$ cat config.mk
export PLATFORM = sky130hd
export DESIGN_NAME = cmdring_engine
export DESIGN_NICKNAME = d
export VERILOG_FILES = /design/src/rtl/cmdring_pkg.sv /design/src/rtl/cmdring_regs.sv /design/src/rtl/cmdring_rdptr.sv /design/src/rtl/cmdring_fetch.sv /design/src/rtl/cmdring_engine.sv
export SDC_FILE = /design/constraint.sdc
export NUM_CORES = 1
export LEC_CHECK = 0
export ABC_AREA = 1
export CELL_PAD_IN_SITES_DETAIL_PLACEMENT = 1
export CELL_PAD_IN_SITES_GLOBAL_PLACEMENT = 1
export CORE_AREA = 5 5 125 127
export DETAILED_ROUTE_END_ITERATION = 6
export DIE_AREA = 0 0 130 132
export PLACE_DENSITY = 0.77
export SLEW_MARGIN = 40
export SYNTH_ARGS = -nofsm -noshare
export SYNTH_HDL_FRONTEND = slang
export SYNTH_SLANG_ARGS = --single-unit
$ cat constraint.sdc
create_clock -name clk -period 3.45 [get_ports clk]
set_input_delay 0.345 -clock clk [delete_from_list [all_inputs] [get_ports clk]]
set_output_delay 0.345 -clock clk [all_outputs]
set_load 0.01 [all_outputs]
$ cat src/rtl/cmdring_pkg.sv
package cmdring_pkg;

    typedef enum logic [2:0] {
        FS_IDLE,
        FS_REQ,
        FS_WAIT,
        FS_SEND,
        FS_HALT
    } fetch_state_e;

    localparam logic [2:0] RA_BASE  = 3'd0;
    localparam logic [2:0] RA_SIZE  = 3'd1;
    localparam logic [2:0] RA_WRPTR = 3'd2;
    localparam logic [2:0] RA_RDPTR = 3'd3;
    localparam logic [2:0] RA_CTRL  = 3'd4;

    localparam int PTR_CLR_BIT = 15;
    localparam int CTRL_RUN    = 0;
    localparam int CTRL_ERR    = 1;

    // index mask for a size code; pw is the widest index
    function automatic logic [15:0] ring_mask(input logic [1:0] code, input int pw);
        logic [15:0] full;
        full = 16'((32'd1 << pw) - 1);
        unique case (code)
            2'd0:    return 16'h0001;
            2'd1:    return 16'h000F & full;
            default: return full;
        endcase
    endfunction

endpackage

$ cat src/rtl/cmdring_regs.sv
module cmdring_regs
    import cmdring_pkg::*;
#(
    parameter int AW    = 32,
    parameter int PW    = 8,
    parameter int ALIGN = 7
) (
    input  logic          clk,
    input  logic          rst_n,
    input  logic          low_power,
    input  logic          we,
    input  logic [2:0]    addr,
    input  logic [31:0]   wdata,
    output logic [31:0]   rdata,
    input  logic [PW-1:0] rd_ptr,
    input  logic          clr_flag,
    input  logic          busy,
    input  logic          err,
    output logic [AW-1:0] base,
    output logic [PW-1:0] mask,
    output logic [PW-1:0] wr_ptr,
    output logic          run_req,
    output logic          clr_set,
    output logic          clr_end,
    output logic          err_clr
);

    logic [1:0]  size_code;
    logic [15:0] mask_full;

    assign mask_full = ring_mask(size_code, PW);
    assign mask      = mask_full[PW-1:0];

    always_ff @(posedge clk or negedge rst_n) begin
        if (!rst_n) begin
            base      <= '0;
            size_code <= 2'd2;
            wr_ptr    <= '0;
            run_req   <= 1'b0;
        end else if (we) begin
            unique case (addr)
                RA_BASE:  base      <= {wdata[AW-1:ALIGN], {ALIGN{1'b0}}};
                RA_SIZE:  size_code <= wdata[1:0];
                RA_WRPTR: wr_ptr    <= wdata[PW-1:0] & mask;
                RA_CTRL:  run_req   <= wdata[CTRL_RUN];
                default:  ;
            endcase
        end
    end

    assign clr_set = we && (addr == RA_RDPTR) &&  wdata[PTR_CLR_BIT];
    assign clr_end = we && (addr == RA_RDPTR) && !wdata[PTR_CLR_BIT];
    assign err_clr = we && (addr == RA_CTRL)  &&  wdata[CTRL_ERR];

    always_comb begin
        unique case (addr)
            RA_BASE:  rdata = 32'(base);
            RA_SIZE:  rdata = {30'b0, size_code};
            RA_WRPTR: rdata = low_power ? 32'h0000_FFFF : 32'(wr_ptr);
            RA_RDPTR: rdata = low_power ? 32'h0000_FFFF :
                              (clr_flag ? 32'h0000_8000 : 32'(rd_ptr));
            RA_CTRL:  rdata = {30'b0, err, run_req | busy};
            default:  rdata = '0;
        endcase
    end

endmodule

$ cat src/rtl/cmdring_rdptr.sv
module cmdring_rdptr #(
    parameter int PW = 8
) (
    input  logic          clk,
    input  logic          rst_n,
    input  logic          clr_set,
    input  logic          clr_end,
    input  logic          adv,
    input  logic [PW-1:0] next_idx,
    output logic [PW-1:0] rd_ptr,
    output logic          clr_flag
);

    always_ff @(posedge clk or negedge rst_n) begin
        if (!rst_n) begin
            rd_ptr   <= '0;
            clr_flag <= 1'b0;
        end else if (clr_set) begin
            rd_ptr   <= '0;
            clr_flag <= 1'b1;
        end else begin
            if (clr_end) clr_flag <= 1'b0;
            if (adv && !clr_flag) rd_ptr <= next_idx;
        end
    end

endmodule

$ cat src/rtl/cmdring_fetch.sv
module cmdring_fetch
    import cmdring_pkg::*;
#(
    parameter int AW = 32,
    parameter int PW = 8
) (
    input  logic          clk,
    input  logic          rst_n,
    input  logic          run_req,
    input  logic          clr_flag,
    input  logic          err_clr,
    input  logic [AW-1:0] base,
    input  logic [PW-1:0] mask,
    input  logic [PW-1:0] wr_ptr,
    input  logic [PW-1:0] rd_ptr,
    output logic [PW-1:0] next_idx,
    output logic          adv,
    output logic          busy,
    output logic          err,
    output logic          mem_req_valid,
    input  logic          mem_req_ready,
    output logic [AW-1:0] mem_req_addr,
    input  logic          mem_rsp_valid,
    input  logic          mem_rsp_err,
    input  logic [31:0]   mem_rsp_data,
    output logic          cmd_valid,
    input  logic          cmd_ready,
    output logic [31:0]   cmd_data
);

    fetch_state_e state, state_nx;
    logic [31:0]  word_q;

    assign next_idx     = (rd_ptr + PW'(1)) & mask;
    assign mem_req_addr = base + AW'({next_idx, 2'b00});

    always_comb begin
        state_nx = state;
        unique case (state)
            FS_IDLE: if (run_req && !clr_flag && (rd_ptr != wr_ptr)) state_nx = FS_REQ;
            FS_REQ:  if (mem_req_ready) state_nx = FS_WAIT;
            FS_WAIT: if (mem_rsp_valid) state_nx = mem_rsp_err ? FS_HALT : FS_SEND;
            FS_SEND: if (cmd_ready) state_nx = FS_IDLE;
            FS_HALT: if (err_clr) state_nx = FS_IDLE;
            default: state_nx = FS_IDLE;
        endcase
    end

    always_ff @(posedge clk or negedge rst_n) begin
        if (!rst_n) begin
            state  <= FS_IDLE;
            word_q <= '0;
        end else begin
            state <= state_nx;
            if (state == FS_WAIT && mem_rsp_valid && !mem_rsp_err) word_q <= mem_rsp_data;
        end
    end

    always_comb begin
        mem_req_valid = (state == FS_REQ);
        cmd_valid     = (state == FS_SEND);
        cmd_data      = word_q;
        adv           = (state == FS_SEND) && cmd_ready;
        busy          = (state == FS_REQ) || (state == FS_WAIT) || (state == FS_SEND);
        err           = (state == FS_HALT);
    end

endmodule

$ cat src/rtl/cmdring_engine.sv
module cmdring_engine
    import cmdring_pkg::*;
#(
    parameter int AW    = 32,
    parameter int PW    = 8,
    parameter int ALIGN = 7
) (
    input  logic          clk,
    input  logic          rst_n,
    input  logic          low_power,
    input  logic          reg_we,
    input  logic [2:0]    reg_addr,
    input  logic [31:0]   reg_wdata,
    output logic [31:0]   reg_rdata,
    output logic          mem_req_valid,
    input  logic          mem_req_ready,
    output logic [AW-1:0] mem_req_addr,
    input  logic          mem_rsp_valid,
    input  logic          mem_rsp_err,
    input  logic [31:0]   mem_rsp_data,
    output logic          cmd_valid,
    input  logic          cmd_ready,
    output logic [31:0]   cmd_data,
    output logic [3:0]    cmd_codec
);

    logic [AW-1:0] ring_base;
    logic [PW-1:0] idx_mask, wr_idx, rd_ptr, next_idx;
    logic          run_req, clr_set, clr_end, err_clr;
    logic          ptr_clr_flag, fetch_adv, fetch_busy, fetch_err;

    cmdring_regs #(.AW(AW), .PW(PW), .ALIGN(ALIGN)) u_regs (
        .clk(clk), .rst_n(rst_n), .low_power(low_power),
        .we(reg_we), .addr(reg_addr), .wdata(reg_wdata), .rdata(reg_rdata),
        .rd_ptr(rd_ptr), .clr_flag(ptr_clr_flag), .busy(fetch_busy), .err(fetch_err),
        .base(ring_base), .mask(idx_mask), .wr_ptr(wr_idx), .run_req(run_req),
        .clr_set(clr_set), .clr_end(clr_end), .err_clr(err_clr)
    );

    cmdring_rdptr #(.PW(PW)) u_rdptr (
        .clk(clk), .rst_n(rst_n), .clr_set(clr_set), .clr_end(clr_end),
        .adv(fetch_adv), .next_idx(next_idx), .rd_ptr(rd_ptr), .clr_flag(ptr_clr_flag)
    );

    cmdring_fetch #(.AW(AW), .PW(PW)) u_fetch (
        .clk(clk), .rst_n(rst_n), .run_req(run_req), .clr_flag(ptr_clr_flag),
        .err_clr(err_clr), .base(ring_base), .mask(idx_mask), .wr_ptr(wr_idx),
        .rd_ptr(rd_ptr), .next_idx(next_idx), .adv(fetch_adv), .busy(fetch_busy),
        .err(fetch_err), .mem_req_valid(mem_req_valid), .mem_req_ready(mem_req_ready),
        .mem_req_addr(mem_req_addr), .mem_rsp_valid(mem_rsp_valid),
        .mem_rsp_err(mem_rsp_err), .mem_rsp_data(mem_rsp_data),
        .cmd_valid(cmd_valid), .cmd_ready(cmd_ready), .cmd_data(cmd_data)
    );

    assign cmd_codec = cmd_data[31:28];

endmodule

==> metrics.yaml <==
grt_usage_pct: 18.97
setup_viol: 1
sequentialPowerShare_pct: 33.7
ios: 177
ctsHoldBuffers: 0
leakage_nw: 3.379
crit_required_ps: 3710
die_area_um2: 17160
drv_slew: 0
async_reset_ff_share_pct: 100.0
critPathArrivalTime_ps: 3790
route.met3.wl_um: 674
drt-met1-wl_um: 6531
hold_class: "in2async"
drive_gt1_share_pct: 19.56
core-area_um2: 14310
n_antenna_cell: 0
path_max_fanout: 4
nets: 796
fmax_mhz: 282.9
io_buffers: 174
cts.sinks: 80
initial_core_util_pct: 31.34
ys.flop_type: "dfrtp_1"
die_y_um: 132
cts_buffer_depth: 2
clockRootBuffer: "clkbuf_16"
antenna_found_initial: 1
drc_errors: 0
hold_viol: 0
cts_max_level: 3
crit_family: "buffers and inverters"
viasPerCell: 4.781
ant_nets: 0
numCtsBuffers: 9
end_kind: "flop"
crit_path_start_kind: "flop"
synthCells: 513
internal_power_mw: 2.952
critical-path-max-stage-delay_ps: 420
drt_iter0_drc: 233
synth_largest_area_cell: "dfrtp_1"
timing.final.ws_setup_ps: -84.76
wl_per_cell_um: 18.14
grt_pass1_wl_um: 25700
synth_edf_count: 0
skew_ps: 7.222
synth_area_per_cell_um2: 8.744
cts_tree: "built"
p_comb_share_pct: 47.1
crit_slowest_cell: "dfrtp_1"
fin_tns_setup_ps: -84.76
fin_crit_ps: 3535
routed_wl_um: 16410
r2r_slack_ps: -80
fin_util_pct: 49.04
drt_first_pass_iters: 4
yosys.cell_types.count: 34
switching_share_pct: 36.20
fin_crit_sh_pct: 102.5
grt.overflow.total: 0
path_class: "reg2reg"
seq_area_frac_synth_pct: 44.66
violations: "negative setup slack"
top_layer_used: "met5"
clkPwrFrac_pct: 19.2
synth_seq_cells: 80
grt_max_degree: 81
clk_latency_ps: 340
cp_common_cell: "buf_4"
die_w_um: 130
grt_pass1_vias: 4749
gp_congestion: 0.8779
hpwl_um: 12230
power.switching_mw: 1.675
p_per_area_nw_per_um2: 659.2
synth_warnings: 0
syn_area_um2: 4486
syn_to_final_growth_pct: 56.49
vias: 4327
clkTransAtPathRegs_ps: 60
row_count: 44
synth.area.top_cells: "dfrtp_1, mux2_4, nand2_1"
worst_pin_slew_ps: 653.6
synth_top_area_share_pct: 44.07
maxCapViolations: 0
path_buf_inv: 19
grt_setup_unrepaired: "true"
maxSlewHeadroom_pct: 56.43
status: "finished, violations left"
ir_drop_mv: 0.3074
wl_met2_um: 8723
[power by group through the flow]
stage / logic [mW] / registers, mW / clock network [mW]
finish: 2.18 / 1.56 / 0.888
CTS: 2.14 / 1.54 / 0.913
detailed placement: 2.06 / 1.55 / 0
floorplan: 0.979 / 1.57 / 0
global route: 2.34 / 1.60 / 0.963
global placement: 2.01 / 1.53 / 0
[through the flow]
step	total power, mW	area (um^2)	cells	hold WS (ps)	setup slack, ps
after global routing	4.902	7019	905	90.11	-150.8
after detailed placement	3.609	6414	860	444.5	-104.0
final	4.627	7019	905	36.18	-84.76
after floorplan	2.549	4489	514	49.41	782.3
after global placement	3.533	6405	860	478.4	77.49
after CTS	4.594	6893	900	88.26	-56.77
[final cells by class]
class	instances	area, um^2
multi-input cells	346	2257
clock buffers	10	229.0
well taps	184	230.2
fillers	1688	7295
repair buffers	211	1996
flip-flops and latches	80	2004
inverters	68	257.7
clock inverters	6	45.04
[cells in the final DEF (no fill, tap or decap), types with 6 or more instances in the layout]
master	instances
mux2_2	6
nand2_1	79
xor2_1	22
mux2_4	30
clkbuf_2	6
clkdlybuf4s50_1	152
o21ai_0	28
nand3_1	24
clkbuf_16	9
buf_4	34
inv_1	62
nand3_2	8
dfrtp_1	78
nor3_1	9
nor2_1	55
a21oi_1	31
dlygate4sd2_1	8
[logic make-up (layout without fill, tap and decap cells)]
kind of cell,count (synthesis),count (layout),synth area share (%)
compound gates,73,73,8.759
xor+xnor,27,27,5.272
fa+ha+maj,5,5,1.562
buf+inv,88,295,8.508
flops,80,80,44.66
mux,36,36,11.55
other cells,1,2,0.08360
simple gates,203,203,19.61
[synthesized netlist by cell type (all sizes together) (4+ instances only)]
| cell type | instances |
|---|---|
| a21oi | 32 |
| buf | 14 |
| clkbuf | 6 |
| dfrtp | 79 |
| ha | 4 |
| inv | 68 |
| mux2 | 36 |
| nand2 | 87 |
| nand3 | 33 |
| nand4 | 4 |
| nor2 | 61 |
| nor3 | 14 |
| o21ai | 30 |
| o22ai | 6 |
| xnor2 | 5 |
| xor2 | 22 |
[worst register-to-register path: cells and delay by family (launching register included)]
family / cells / cell delay (ps)
flops: 1 / 420
fa+ha+maj: 1 / 220
buf+inv: 19 / 2230
simple gates: 4 / 360
compound gates: 2 / 230
[worst paths after layout]
kind                                          startpoint                       endpoint  cells past startpoint
max                        u_rdptr.rd_ptr[1]$_DFFE_PN0P_  u_rdptr.rd_ptr[6]$_DFFE_PN0P_                     26
min reg2reg                   u_regs.run_req$_DFFE_PN0P_     u_regs.run_req$_DFFE_PN0P_                      2
max in group asynchronous                          rst_n  u_rdptr.rd_ptr[3]$_DFFE_PN0P_                      1
min in group clk              u_regs.run_req$_DFFE_PN0P_     u_regs.run_req$_DFFE_PN0P_                      2
max reg2reg                u_rdptr.rd_ptr[1]$_DFFE_PN0P_  u_rdptr.rd_ptr[6]$_DFFE_PN0P_                     26
min                                                rst_n   u_regs.wr_ptr[2]$_DFFE_PN0P_                      1
[state kept, by name, indices dropped and copies added, names as in the netlist]
register	flops
u_regs.wr_ptr	8
u_regs.base	25
u_rdptr.rd_ptr	8
u_regs.run_req	1
u_fetch.state	3
u_regs.size_code	2
u_fetch.cmd_data	32
u_rdptr.clr_flag	1
[metal layers]
| layer | vias up | global-route usage (%) |
|---|---|---|
| met5 | - | 0 |
| met4 | 2 | 8.083 |
| met3 | 30 | 3.039 |
| met2 | 127 | 33.07 |
| met1 | 2109 | 22.88 |
| li1 | 2059 | - |
[repair_timing]
action                                  CTS  global route
gates resized for setup                  31            55
pin swaps                                 2            10
setup buffers                            24             6
endpoints found under the setup margin   20            22
Power figures use the tool's default switching activity.
